### config.mk
export PLATFORM = sky130hd
export DESIGN_NAME = interval_timer
export DESIGN_NICKNAME = d
export VERILOG_FILES = /design/src/rtl/tmr_pkg.sv /design/src/rtl/tmr_prescaler.sv /design/src/rtl/tmr_downcount.sv /design/src/rtl/interval_timer.sv
export SDC_FILE = /design/constraint.sdc
export NUM_CORES = 1
export LEC_CHECK = 0
export BUFFER_PORTS_ARGS = -buffer_cell sky130_fd_sc_hd__buf_2
export CAP_MARGIN = 5
export CORE_MARGIN = 3
export CORE_UTILIZATION = 40
export DETAILED_ROUTE_END_ITERATION = 16
export GPL_TIMING_DRIVEN = 1
export SLEW_MARGIN = 40
export SYNTH_ARGS = -nofsm -noshare
export SYNTH_HDL_FRONTEND = slang
export SYNTH_HIERARCHICAL = 1
export SYNTH_SLANG_ARGS = --single-unit
### constraint.sdc
create_clock -name clk -period 3.1 [get_ports clk]
set_input_delay 0.465 -clock clk [delete_from_list [all_inputs] [get_ports clk]]
set_output_delay 0.465 -clock clk [all_outputs]
set_load 0.1 [all_outputs]
### src/rtl/tmr_pkg.sv
package tmr_pkg;
    typedef enum logic {
        TMR_STOPPED = 1'b0,
        TMR_RUNNING = 1'b1
    } tmr_state_e;

    localparam int ADDR_W = 2;
    localparam logic [ADDR_W-1:0] ADDR_CTRL   = 2'd0;
    localparam logic [ADDR_W-1:0] ADDR_SCALE  = 2'd1;
    localparam logic [ADDR_W-1:0] ADDR_PERIOD = 2'd2;
    localparam logic [ADDR_W-1:0] ADDR_COUNT  = 2'd3;
endpackage

### src/rtl/tmr_prescaler.sv
module tmr_prescaler #(
    parameter int SCL_W = 8
) (
    input  logic             clk,
    input  logic             rst_n,
    input  logic             run,
    input  logic             clear,
    input  logic [SCL_W-1:0] scale,
    output logic             tick
);
    logic [SCL_W-1:0] pre_q;
    logic             expire;

    // >= keeps the divider live if scale is lowered mid-step
    assign expire = (pre_q >= scale);
    assign tick   = run && expire;

    always_ff @(posedge clk) begin
        if (!rst_n) begin
            pre_q <= '0;
        end else if (clear) begin
            pre_q <= '0;
        end else if (run) begin
            if (expire) pre_q <= '0;
            else        pre_q <= pre_q + 1'b1;
        end
    end

    p_tick_restarts_r3: assert property (@(posedge clk) disable iff (!rst_n)
        tick |=> (pre_q == '0));
    p_clear_zeroes_r4: assert property (@(posedge clk) disable iff (!rst_n)
        clear |=> (pre_q == '0));
    p_hold_stopped_r9: assert property (@(posedge clk) disable iff (!rst_n)
        (!run && !clear) |=> $stable(pre_q));
endmodule

### src/rtl/tmr_downcount.sv
module tmr_downcount #(
    parameter int CNT_W = 16
) (
    input  logic             clk,
    input  logic             rst_n,
    input  logic             tick,
    input  logic             load,
    input  logic [CNT_W-1:0] load_val,
    input  logic [CNT_W-1:0] period,
    output logic [CNT_W-1:0] count,
    output logic             irq
);
    localparam logic [CNT_W-1:0] ONE = CNT_W'(1);

    logic [CNT_W-1:0] count_q;
    logic             irq_q;
    logic             expire;

    assign expire = tick && !load && (count_q <= ONE);

    always_ff @(posedge clk) begin
        if (!rst_n) begin
            count_q <= '0;
            irq_q   <= 1'b0;
        end else begin
            irq_q <= expire;
            if (load)        count_q <= load_val;
            else if (expire) count_q <= period;
            else if (tick)   count_q <= count_q - ONE;
        end
    end

    assign count = count_q;
    assign irq   = irq_q;

    p_write_wins_r8: assert property (@(posedge clk) disable iff (!rst_n)
        load |=> (!irq_q && count_q == $past(load_val)));
    p_irq_with_reload_r7: assert property (@(posedge clk) disable iff (!rst_n)
        irq_q |-> (count_q == $past(period)));
    p_idle_hold_r9: assert property (@(posedge clk) disable iff (!rst_n)
        (!tick && !load) |=> ($stable(count_q) && !irq_q));
endmodule

### src/rtl/interval_timer.sv
module interval_timer
    import tmr_pkg::*;
#(
    parameter int SCL_W = 8,
    parameter int CNT_W = 16
) (
    input  logic              clk,
    input  logic              rst_n,
    input  logic              wr_en,
    input  logic [ADDR_W-1:0] wr_addr,
    input  logic [CNT_W-1:0]  wr_data,
    input  logic [ADDR_W-1:0] rd_addr,
    output logic [CNT_W-1:0]  rd_data,
    output logic              irq
);
    localparam int PAD_W = CNT_W - SCL_W;

    tmr_state_e       state_q, state_d;
    logic [SCL_W-1:0] scale_q;
    logic [CNT_W-1:0] period_q;
    logic [CNT_W-1:0] count;
    logic             ctrl_wr, count_wr;
    logic             run, start;
    logic             tick;

    assign ctrl_wr  = wr_en && (wr_addr == ADDR_CTRL);
    assign count_wr = wr_en && (wr_addr == ADDR_COUNT);

    // state register
    always_ff @(posedge clk) begin
        if (!rst_n) state_q <= TMR_STOPPED;
        else        state_q <= state_d;
    end

    // next state and outputs
    always_comb begin
        state_d = state_q;
        run     = 1'b0;
        start   = 1'b0;
        unique case (state_q)
            TMR_STOPPED: begin
                if (ctrl_wr && wr_data[0]) begin
                    state_d = TMR_RUNNING;   // START
                    start   = 1'b1;
                end
            end
            TMR_RUNNING: begin
                run = 1'b1;
                if (ctrl_wr && !wr_data[0]) state_d = TMR_STOPPED; // HALT
            end
        endcase
    end

    always_ff @(posedge clk) begin
        if (!rst_n) begin
            scale_q  <= '0;
            period_q <= '0;
        end else if (wr_en) begin
            if (wr_addr == ADDR_SCALE)  scale_q  <= wr_data[SCL_W-1:0];
            if (wr_addr == ADDR_PERIOD) period_q <= wr_data;
        end
    end

    tmr_prescaler #(.SCL_W(SCL_W)) u_pre (
        .clk   (clk),
        .rst_n (rst_n),
        .run   (run),
        .clear (start),
        .scale (scale_q),
        .tick  (tick)
    );

    tmr_downcount #(.CNT_W(CNT_W)) u_cnt (
        .clk      (clk),
        .rst_n    (rst_n),
        .tick     (tick),
        .load     (count_wr),
        .load_val (wr_data),
        .period   (period_q),
        .count    (count),
        .irq      (irq)
    );

    always_comb begin
        unique case (rd_addr)
            ADDR_CTRL:   rd_data = {{(CNT_W-1){1'b0}}, (state_q == TMR_RUNNING)};
            ADDR_SCALE:  rd_data = {{PAD_W{1'b0}}, scale_q};
            ADDR_PERIOD: rd_data = period_q;
            ADDR_COUNT:  rd_data = count;
        endcase
    end

    p_irq_needs_run_r9: assert property (@(posedge clk) disable iff (!rst_n)
        irq |-> $past(state_q == TMR_RUNNING));
    p_start_enters_run_r4: assert property (@(posedge clk) disable iff (!rst_n)
        (state_q == TMR_STOPPED && ctrl_wr && wr_data[0]) |=> (state_q == TMR_RUNNING));
endmodule

==> Word level (Yosys, flattened, before mapping) <==
Cells that the tools add are included.
{ "classes": {"add_sub_neg": 2, "mul": 0, "div_mod_pow": 0, "magnitude_cmp": 2, "eq_ne": 6, "shifts": 0, "mux": 10, "bitwise_logic": 2, "reduce_logical": 15} }
{ "op_table": {"columns": ["op", "count"], "rows": [
  ["$pmux 16 s4", 1],
  ["$mux 16", 3],
  ["$le 16x1->1 const B", 1],
  ["$sub 16x1->16 const B", 1],
  ["$add 8x1->8 const B", 1],
  ["$eq 2x2->1 const B", 4],
  ["$ge 8x8->1", 1],
  ["$mux 8", 1],
  ["$logic_and 1x1->1", 7],
  ["$eq 2x1->1 const B", 2],
  ["$logic_not 2->1", 2],
  ["$mux 1", 4],
  ["$reduce_and 2->1", 2],
  ["$reduce_bool 3->1", 1],
  ["$logic_not 1->1", 2],
  ["$not 1->1", 2],
  ["$pmux 1 s2", 1],
  ["$reduce_or 2->1", 1]
]} }
{ "word_totals": {"reg_bits": 50, "latchBits": 0, "ram_bits": 0, "romBits": 0, "input_bits": 23, "output_inout_bits": 17, "word_cells": 43, "mem_count": 0} }

==> Longest topological paths before layout <==
Gate-level depths: netlist of run 1.
{ "logic_depth": {"ltp_word": 7, "ltp_mapped": 12, "depth_no_buf": 10} }

==> Cells and area by module <==
Netlist of run 1, hierarchy kept.
{ "by_module_without_submodules": {"columns": ["module", "instances", "cells_each", "area_each_um2", "seq_area_each_um2"], "rows": [
  ["interval_timer", 1, 141, 1353.8, 500.5],
  ["tmr_downcount", 1, 155, 1244.9, 340.3],
  ["tmr_prescaler", 1, 63, 590.6, 160.2]
]} }

==> Worst setup path before layout of run 1 <==
OpenSTA, ideal clock, no wires.
{ "synth_timing": {"kind": "input to output", "startpoint": "input rd_addr[0]", "endpoint": "output rd_data[9]", "t_arrival_ns": 2.264, "t_required_ns": 2.635, "path_slack_ns": 0.371, "stages": 4, "n_path_buf": 2, "path_cell_list": "buf_4 buf_2 mux2i_1 nor2b_1"} }
{ "synth_between": {"elab_chain_cells": 2, "word_cells_on_any_way": 5, "cone_classes": "eq/ne: 3; mux: 1; reduce/logical: 1"} }
{ "synth_lines": {"columns": ["element", "line_no", "source"], "rows": [
  ["start, declared", "interval_timer.sv:12", "input logic [ADDR_W-1:0] rd_addr,"],
  ["$eq 2x2->1 (tied with other cells)", "interval_timer.sv:85", "unique case (rd_addr)"],
  ["$pmux 16 s4 (*)", "interval_timer.sv:85", null],
  ["end, declared", "interval_timer.sv:13", "output logic [CNT_W-1:0] rd_data,"]
]} }
Every way passes the cells marked *; elsewhere a longest branch is shown, timed or not.

==> Worst setup path after layout of run 1 <==
{ "layout_timing": {"startpoint": "register scale_q[7]", "endpoint": "register u_cnt.count_q[13] (netlist: u_cnt/count[13])"} }
{ "layout_between": {"elab_chain_cells": 6, "word_cells_on_any_way": 7, "cone_classes": "order compare: 1; mux: 2; reduce/logical: 4"} }
{ "layout_lines": {"columns": ["element", "line_no", "source"], "rows": [
  ["start, declared", "interval_timer.sv:19", "logic [SCL_W-1:0] scale_q;"],
  ["start signal, assigned", "interval_timer.sv:59", "if (wr_addr == ADDR_SCALE) scale_q <= wr_data[SCL_W-1:0];"],
  ["$ge 8x8->1 (*)", "tmr_prescaler.sv:15", "assign expire = (pre_q >= scale);"],
  ["$logic_and 1x1->1 (*)", "tmr_prescaler.sv:16", "assign tick = run && expire;"],
  ["via tick", "interval_timer.sv:24", "logic tick;"],
  ["$logic_and 1x1->1 (2 in a row)", "tmr_downcount.sv:19", "assign expire = tick && !load && (count_q <= ONE);"],
  ["$mux 16", "tmr_downcount.sv:28", "else if (expire) count_q <= period;"],
  ["$mux 16", "tmr_downcount.sv:27", "if (load) count_q <= load_val;"],
  ["end signal, assigned", "tmr_downcount.sv:27", null],
  ["end signal, assigned", "tmr_downcount.sv:28", null],
  ["end signal, assigned", "tmr_downcount.sv:29", "else if (tick) count_q <= count_q - ONE;"],
  ["end, declared", "tmr_downcount.sv:15", "logic [CNT_W-1:0] count_q;"]
]} }
Mark *: on every way through the listed nets, which the timed path passes. The rest lies on a longest branch.
A chain may end at the register's enable or synchronous reset.

==> results.yml, run 1 <==
run_status:
  status: "finished clean"
route:
  via_per_inst: 5.38
  routed-via-count: 2599
  drt_first_pass_iters: 4
  routed_wl_um: 7790
  drt_iter0_drc: 136
  wl_per_cell_um: 16.1
  ant_nets: 0
  drc_errors: 0
sta:
  finalHoldViolations: 0
  fmax_ghz: 0.432
  finalCritPeriodShare_pct: 74.7
  period_needed_ns: 2.32
  slew_headroom_pct: 55.4
  maxSlewViolCount: 0
  setup_violations: 0
  fin_hold_ws_ns: 0.415
  tns_ns: 0
  rsz0062_at_grt: "no"
  worst_slew_pin_slew_ns: 0.667
  finalClockSkew_ns: 0.00665
critical_path:
  crit_type: "flop to flop"
  end_kind: "flop"
  critPathRequiredTime_ns: 3.32
  critPathMaxStageDelay_ns: 0.38
  ff2ff_setup_slack_ns: 0.78
  critPathSlowestCell: "nor2b_1"
  crit_arrival_ns: 2.54
  startpoint_type: "flop"
  cp_cell_sequence: "inv_1 -> ha_1 -> and3_4 -> o2111a_1 -> a22o_1 -> nor2b_1 -> nand2_1 -> o21ai_0"
  worstPathMaxFanout: 10
logic_synthesis:
  yosysTopAreaCell: "dfxtp_1"
  synth.area.top_cells: "dfxtp_1 (31%), mux2i_1 (14%), nand2_1 (6.2%)"
  yosysSeqAreaShare_pct: 31.4
  syn_nets: 393
  yosysWarnings: 6
  syn_inst: 359
  synth-seq-cells: 50
  synth.most_common_cell: "nand2_1"
  yosysUniqueCellTypes: 52
  synth_edf_count: 0
  syn_area_mm2: 0.00319
  synthArstFlopShare_pct: 0
  synth_common_cells: "nand2_1 (53), dfxtp_1 (50), mux2i_1 (45)"
  synth.avg_cell_area_um2: 8.88
  synth_ff_type: "dfxtp_1"
  netlist.area_leader.share_pct: 31.4
global_route:
  grt_pass1_vias: 2564
  grt_max_degree: 34
  grt_first_pass_wirelength_um: 12900
  antenna_found_initial: 0
  overflow: 0
  track_usage_pct: 18.1
final_layout:
  final_area_mm2: 0.00344
  area_growth_pct: 7.96
  n_antenna_cell: 0
  nets: 418
  final_layout_size_suffix_gt1_share_pct: 18.2
clocking:
  clk_path_buf_depth: 2
  ctsHoldBuffers: 0
  cts_inserted_buffers: 5
  insertion_delay_ns: 0.29
  root_buffer: "clkbuf_8"
  ctsResizeCount: 0
  htree_num_levels: 2
  cts_tree: "yes"
  cts.sinks: 50
  clk_pin_slew_ns: 0.09
  cts_setup_buffers: 0
floorplanning:
  core.rowCount: 31
  die_w_um: 95.3
  core_mm2: 0.00749
  start_util_pct: 42.6
  die_height_um: 95.3
  io_pins: 40
  die_area_mm2: 0.00908
run:
  max_cap_viol_count: 0
min_path:
  hold_class: "input port to flop"
placed_design:
  placed_area_mm2: 0.00337
  gp_congestion: 0.801
  numPortBuffers: 39
  hpwlAfterDp_um: 5360
power:
  power_density_mw_per_mm2: 434
  power.leakage_nw: 1.45
  vdd_drop_max_uv: 197
[flip-flops by register name (all words and copies together), names as in the netlist, named ones only]
name and count:
u_cnt/irq 1, u_pre/pre_q 8, scale_q 8, u_cnt/count 16
period_q 16
[cells in the final DEF, fill, tap and decap left out, drive strengths merged, types with 4 or more instances in the layout]
cell type,Yosys,layout
a22o,8,8
clkbuf,9,7
xor2,5,5
nor2b,11,11
ha,11,11
mux2i,45,45
nor3,14,14
nand2,54,54
mux2,7,7
xnor2,13,13
a21oi,18,18
nor3b,10,10
o22ai,9,9
nand4,4,4
o21ai,13,13
nor2,14,14
dfxtp,50,50
inv,13,13
buf,16,43
[path summary, 6_finish.rpt]
kind | from | end | cells past startpoint
setup / recovery | scale_q[7] | u_cnt/count[13] | 8
hold / removal | wr_data[15] | period_q[15] | 3
setup reg to reg | scale_q[7] | u_cnt/count[13] | 8
hold reg to reg | period_q[8] | period_q[8] | 2
[routing by layer]
layer	wire length (um)	track usage [%]	share of wire (%)	vias up
met5	0	0	0	-
met4	45	3.73	0.58	0
met3	315	3.39	4.0	4
met2	3600	28.4	46	53
met1	3830	25.8	49	1238
li1	-	-	-	1304
[cell type report]
type	count	area, um^2
Clock buffer	7	76.3
Fill cell	750	4040
Inverter	13	48.8
Multi-Input combinational cell	271	1970
Sequential cell	50	1000
Tap cell	99	124
Timing Repair Buffer	43	225
[power breakdown]
group | leakage, nW | total [mW] | internal, mW | switching, mW
combinational | 1.00 | 0.434 | 0.173 | 0.261
clock | 0.0383 | 0.361 | 0.156 | 0.205
sequential | 0.406 | 0.698 | 0.666 | 0.0323
total | 1.45 | 1.49 | 0.995 | 0.498
[worst max-delay path: cells and delay by family (launching register included)]
kind,cells,cell delay (ns)
AO/OA/AOI/OAI,3,0.61
adder cells (fa/ha/maj),1,0.29
buffers and inverters,1,0.05
flip-flops,1,0.35
AND/OR/NAND/NOR,3,0.95
[cells by family after synthesis]
logic type                 share of synthesized area, %
AOI/OAI and AO/OA                                  12.3
xor gates and xnor gates                           4.94
adders and majority gates                          4.32
buffers and inverters                              6.90
DFF                                                31.4
muxes                                              17.5
and+or+nand+nor                                    22.6
[per-stage QoR]
stage	total power [mW]	instances	setup WS (ns)	utilization (%)
floorplan	1.08	359	0.371	-
global placement	1.14	476	0.820	45.0
detailed placement	1.15	476	0.804	45.0
CTS	1.51	483	0.793	46.0
global route	1.59	483	0.619	46.0
finish	1.49	483	0.783	46.0
Note: power is estimated with default switching activity, not from simulation.
==> inputs of run 2 (changes only) <==
==> constraint.sdc (replaced) <==
create_clock -name clk -period 1.9 [get_ports clk]
set_input_delay 0.285 -clock clk [delete_from_list [all_inputs] [get_ports clk]]
set_output_delay 0.285 -clock clk [all_outputs]
set_load 0.1 [all_outputs]
==> run 2 against run 1 <==
  * The run now ends with setup timing left
  * Clock-buffer cell count unchanged
  * Fmax increased by 15%
  * Sequential share of layout area decreased by 5.4 points
  * Setup slack got worse by 0.90 ns
  * Largest cell class unchanged
  * Largest power group unchanged
==> results.yml, run 2 (synthesis results as in run 1) <==
run_status:
  status: "complete, but fails checks"
  violations: "setup timing"
power:
  combPwrFrac_pct: 34.1
  power_density_mw_per_mm2: 636
  switching_power_mw: 0.898
  power.leakage_nw: 1.81
  finalPower_mw: 2.71
  power.clock.fraction_pct: 24.4
  cell_internal_pwr_mw: 1.81
  vdd_drop_max_uv: 272
  switching_share_pct: 33.1
  p_seq_share_pct: 41.5
floorplanning:
  core_mm2: 0.00749
  die_height_um: 95.3
  start_util_pct: 42.6
  die_w_um: 95.3
  core.rowCount: 31
  die_area_mm2: 0.00908
  io_pins: 40
route:
  ant_nets: 0
  drc_errors: 0
  routed_wl_um: 8510
  drt_iter0_drc: 100
  routed-via-count: 2832
  via_per_inst: 5.37
  wl_per_cell_um: 16.1
  drt_first_pass_iters: 4
sta:
  slew_headroom_pct: 55.7
  tns_ns: -1.09
  worst_slew_pin_slew_ns: 0.662
  fmax_ghz: 0.496
  finalHoldViolations: 0
  layout_setup_ws_ns: -0.115
  fin_hold_ws_ns: 0.232
  setup_violations: 17
  finalClockSkew_ns: 0.00535
  maxSlewViolCount: 0
  period_needed_ns: 2.02
  finalCritPeriodShare_pct: 106
  rsz0062_at_grt: "yes"
min_path:
  hold_class: "input port to flop"
  min_delay_worst_endpoint: "period_q[13]"
  hold_depth: 3
  hold_start: "wr_data[13]"
global_route:
  grt_first_pass_wirelength_um: 14000
  grt_pass1_vias: 2813
  grt_max_degree: 33
  antenna_found_initial: 0
  track_usage_pct: 19.8
  overflow: 0
critical_path:
  rr_worst_depth: 10
  crit_type: "flop to flop"
  end_kind: "flop"
  r2r-start: "scale_q[5]"
  critPathRequiredTime_ns: 2.07
  startpoint_type: "flop"
  r2r_end: "u_cnt/count[15]"
  crit_arrival_ns: 2.19
  ff2ff_setup_slack_ns: -0.12
  worstPathMaxFanout: 5
final_layout:
  final_layout_size_suffix_gt1_share_pct: 37.9
  final_common_cell: "nand2_1"
  area_growth_pct: 33.7
  nets: 461
  n_antenna_cell: 0
  final_cell_mix: "nand2_1 (52), mux2i_1 (45), buf_4 (44)"
placed_design:
  gp_congestion: 0.821
  hpwlAfterDp_um: 6140
  numPortBuffers: 39
clocking:
  cts.sinks: 50
  root_buffer: "clkbuf_8"
  cts_tree: "yes"
  clk_path_buf_depth: 2
  cts_inserted_buffers: 5
  clk_pin_slew_ns: 0.09
  htree_num_levels: 2
  insertion_delay_ns: 0.30
run:
  max_cap_viol_count: 0
[run 2: cell types whose count changed in the layout (fill, tap and decap cells not counted), sizes merged]
cell,previous run,this run
buf,43,86
clkinv,0,1
[run 2: critical path, cell delays in order (launching register included)]
cell and delay [ns]:
dfxtp_2 0.35, inv_2 0.04, ha_4 0.19, and3_4 0.18, a221o_1 0.33, a22o_4 0.27, nor2b_4 0.15, o21ai_1 0.06
o21ai_1 0.07, a21oi_1 0.14, o32ai_1 0.10
[run 2: metrics by stage]
stage / worst slack (ns) / cells / util (%) / area, um^2
after global routing: -0.214 / 527 / 57.0 / 4260
final: -0.115 / 527 / 57.0 / 4260
after detailed placement: -0.189 / 517 / 53.3 / 3990
after CTS: -0.127 / 526 / 56.0 / 4190
after global placement: -0.146 / 517 / 53.3 / 3990
after floorplan: -0.317 / 359 / - / 3280
[run 2: area by class of cell]
| class | count | area (um^2) |
|---|---|---|
| well taps | 99 | 124 |
| repair buffers | 86 | 818 |
| multi-input cells | 271 | 2170 |
| flip-flops and latches | 50 | 1010 |
| inverters | 13 | 48.8 |
| clock buffers | 7 | 86.3 |
| clock inverters | 1 | 5.00 |
| fillers | 687 | 3220 |
[run 2: routing by layer]
metal  up-vias  track usage, %  share of wire, %
met3         7            3.08               5.2
met1      1355            26.2                45
li1       1400               -                 -
met2        70            34.1                49
met4         0            4.45              0.86
met5         -               0                 0
[run 2: repair_timing]
item                       in CTS  in global routing
hold buffers                    0                  0
setup buffers                   0                  1
pin swaps                      10                 13
resized for setup              24                 19
setup endpoints to repair      17                 17
hold endpoints to repair        0                  0
cloned                          1                  0
[run 2: worst max-delay path by stage]
stage / start / end / slack (ns) / cells past startpoint
2_1_floorplan: scale_q[7] / u_cnt/count[15] / -0.32 / 12
3_3_place_gp: scale_q[5] / u_cnt/count[15] / -0.15 / 10
3_5_place_dp: scale_q[7] / u_cnt/count[12] / -0.19 / 10
4_1_cts: scale_q[6] / u_cnt/count[15] / -0.13 / 10
5_1_grt: scale_q[5] / u_cnt/count[15] / -0.21 / 10
6_report: scale_q[5] / u_cnt/count[15] / -0.12 / 10
[run 2: power by group through the flow]
stage               Clock (mW)  Combinational [mW]  Sequential [mW]
floorplan                    0               0.623             1.15
global placement             0               0.869             1.15
detailed placement           0               0.883             1.15
CTS                      0.679               0.904             1.13
global route             0.716                1.00             1.13
finish                   0.662               0.924             1.13
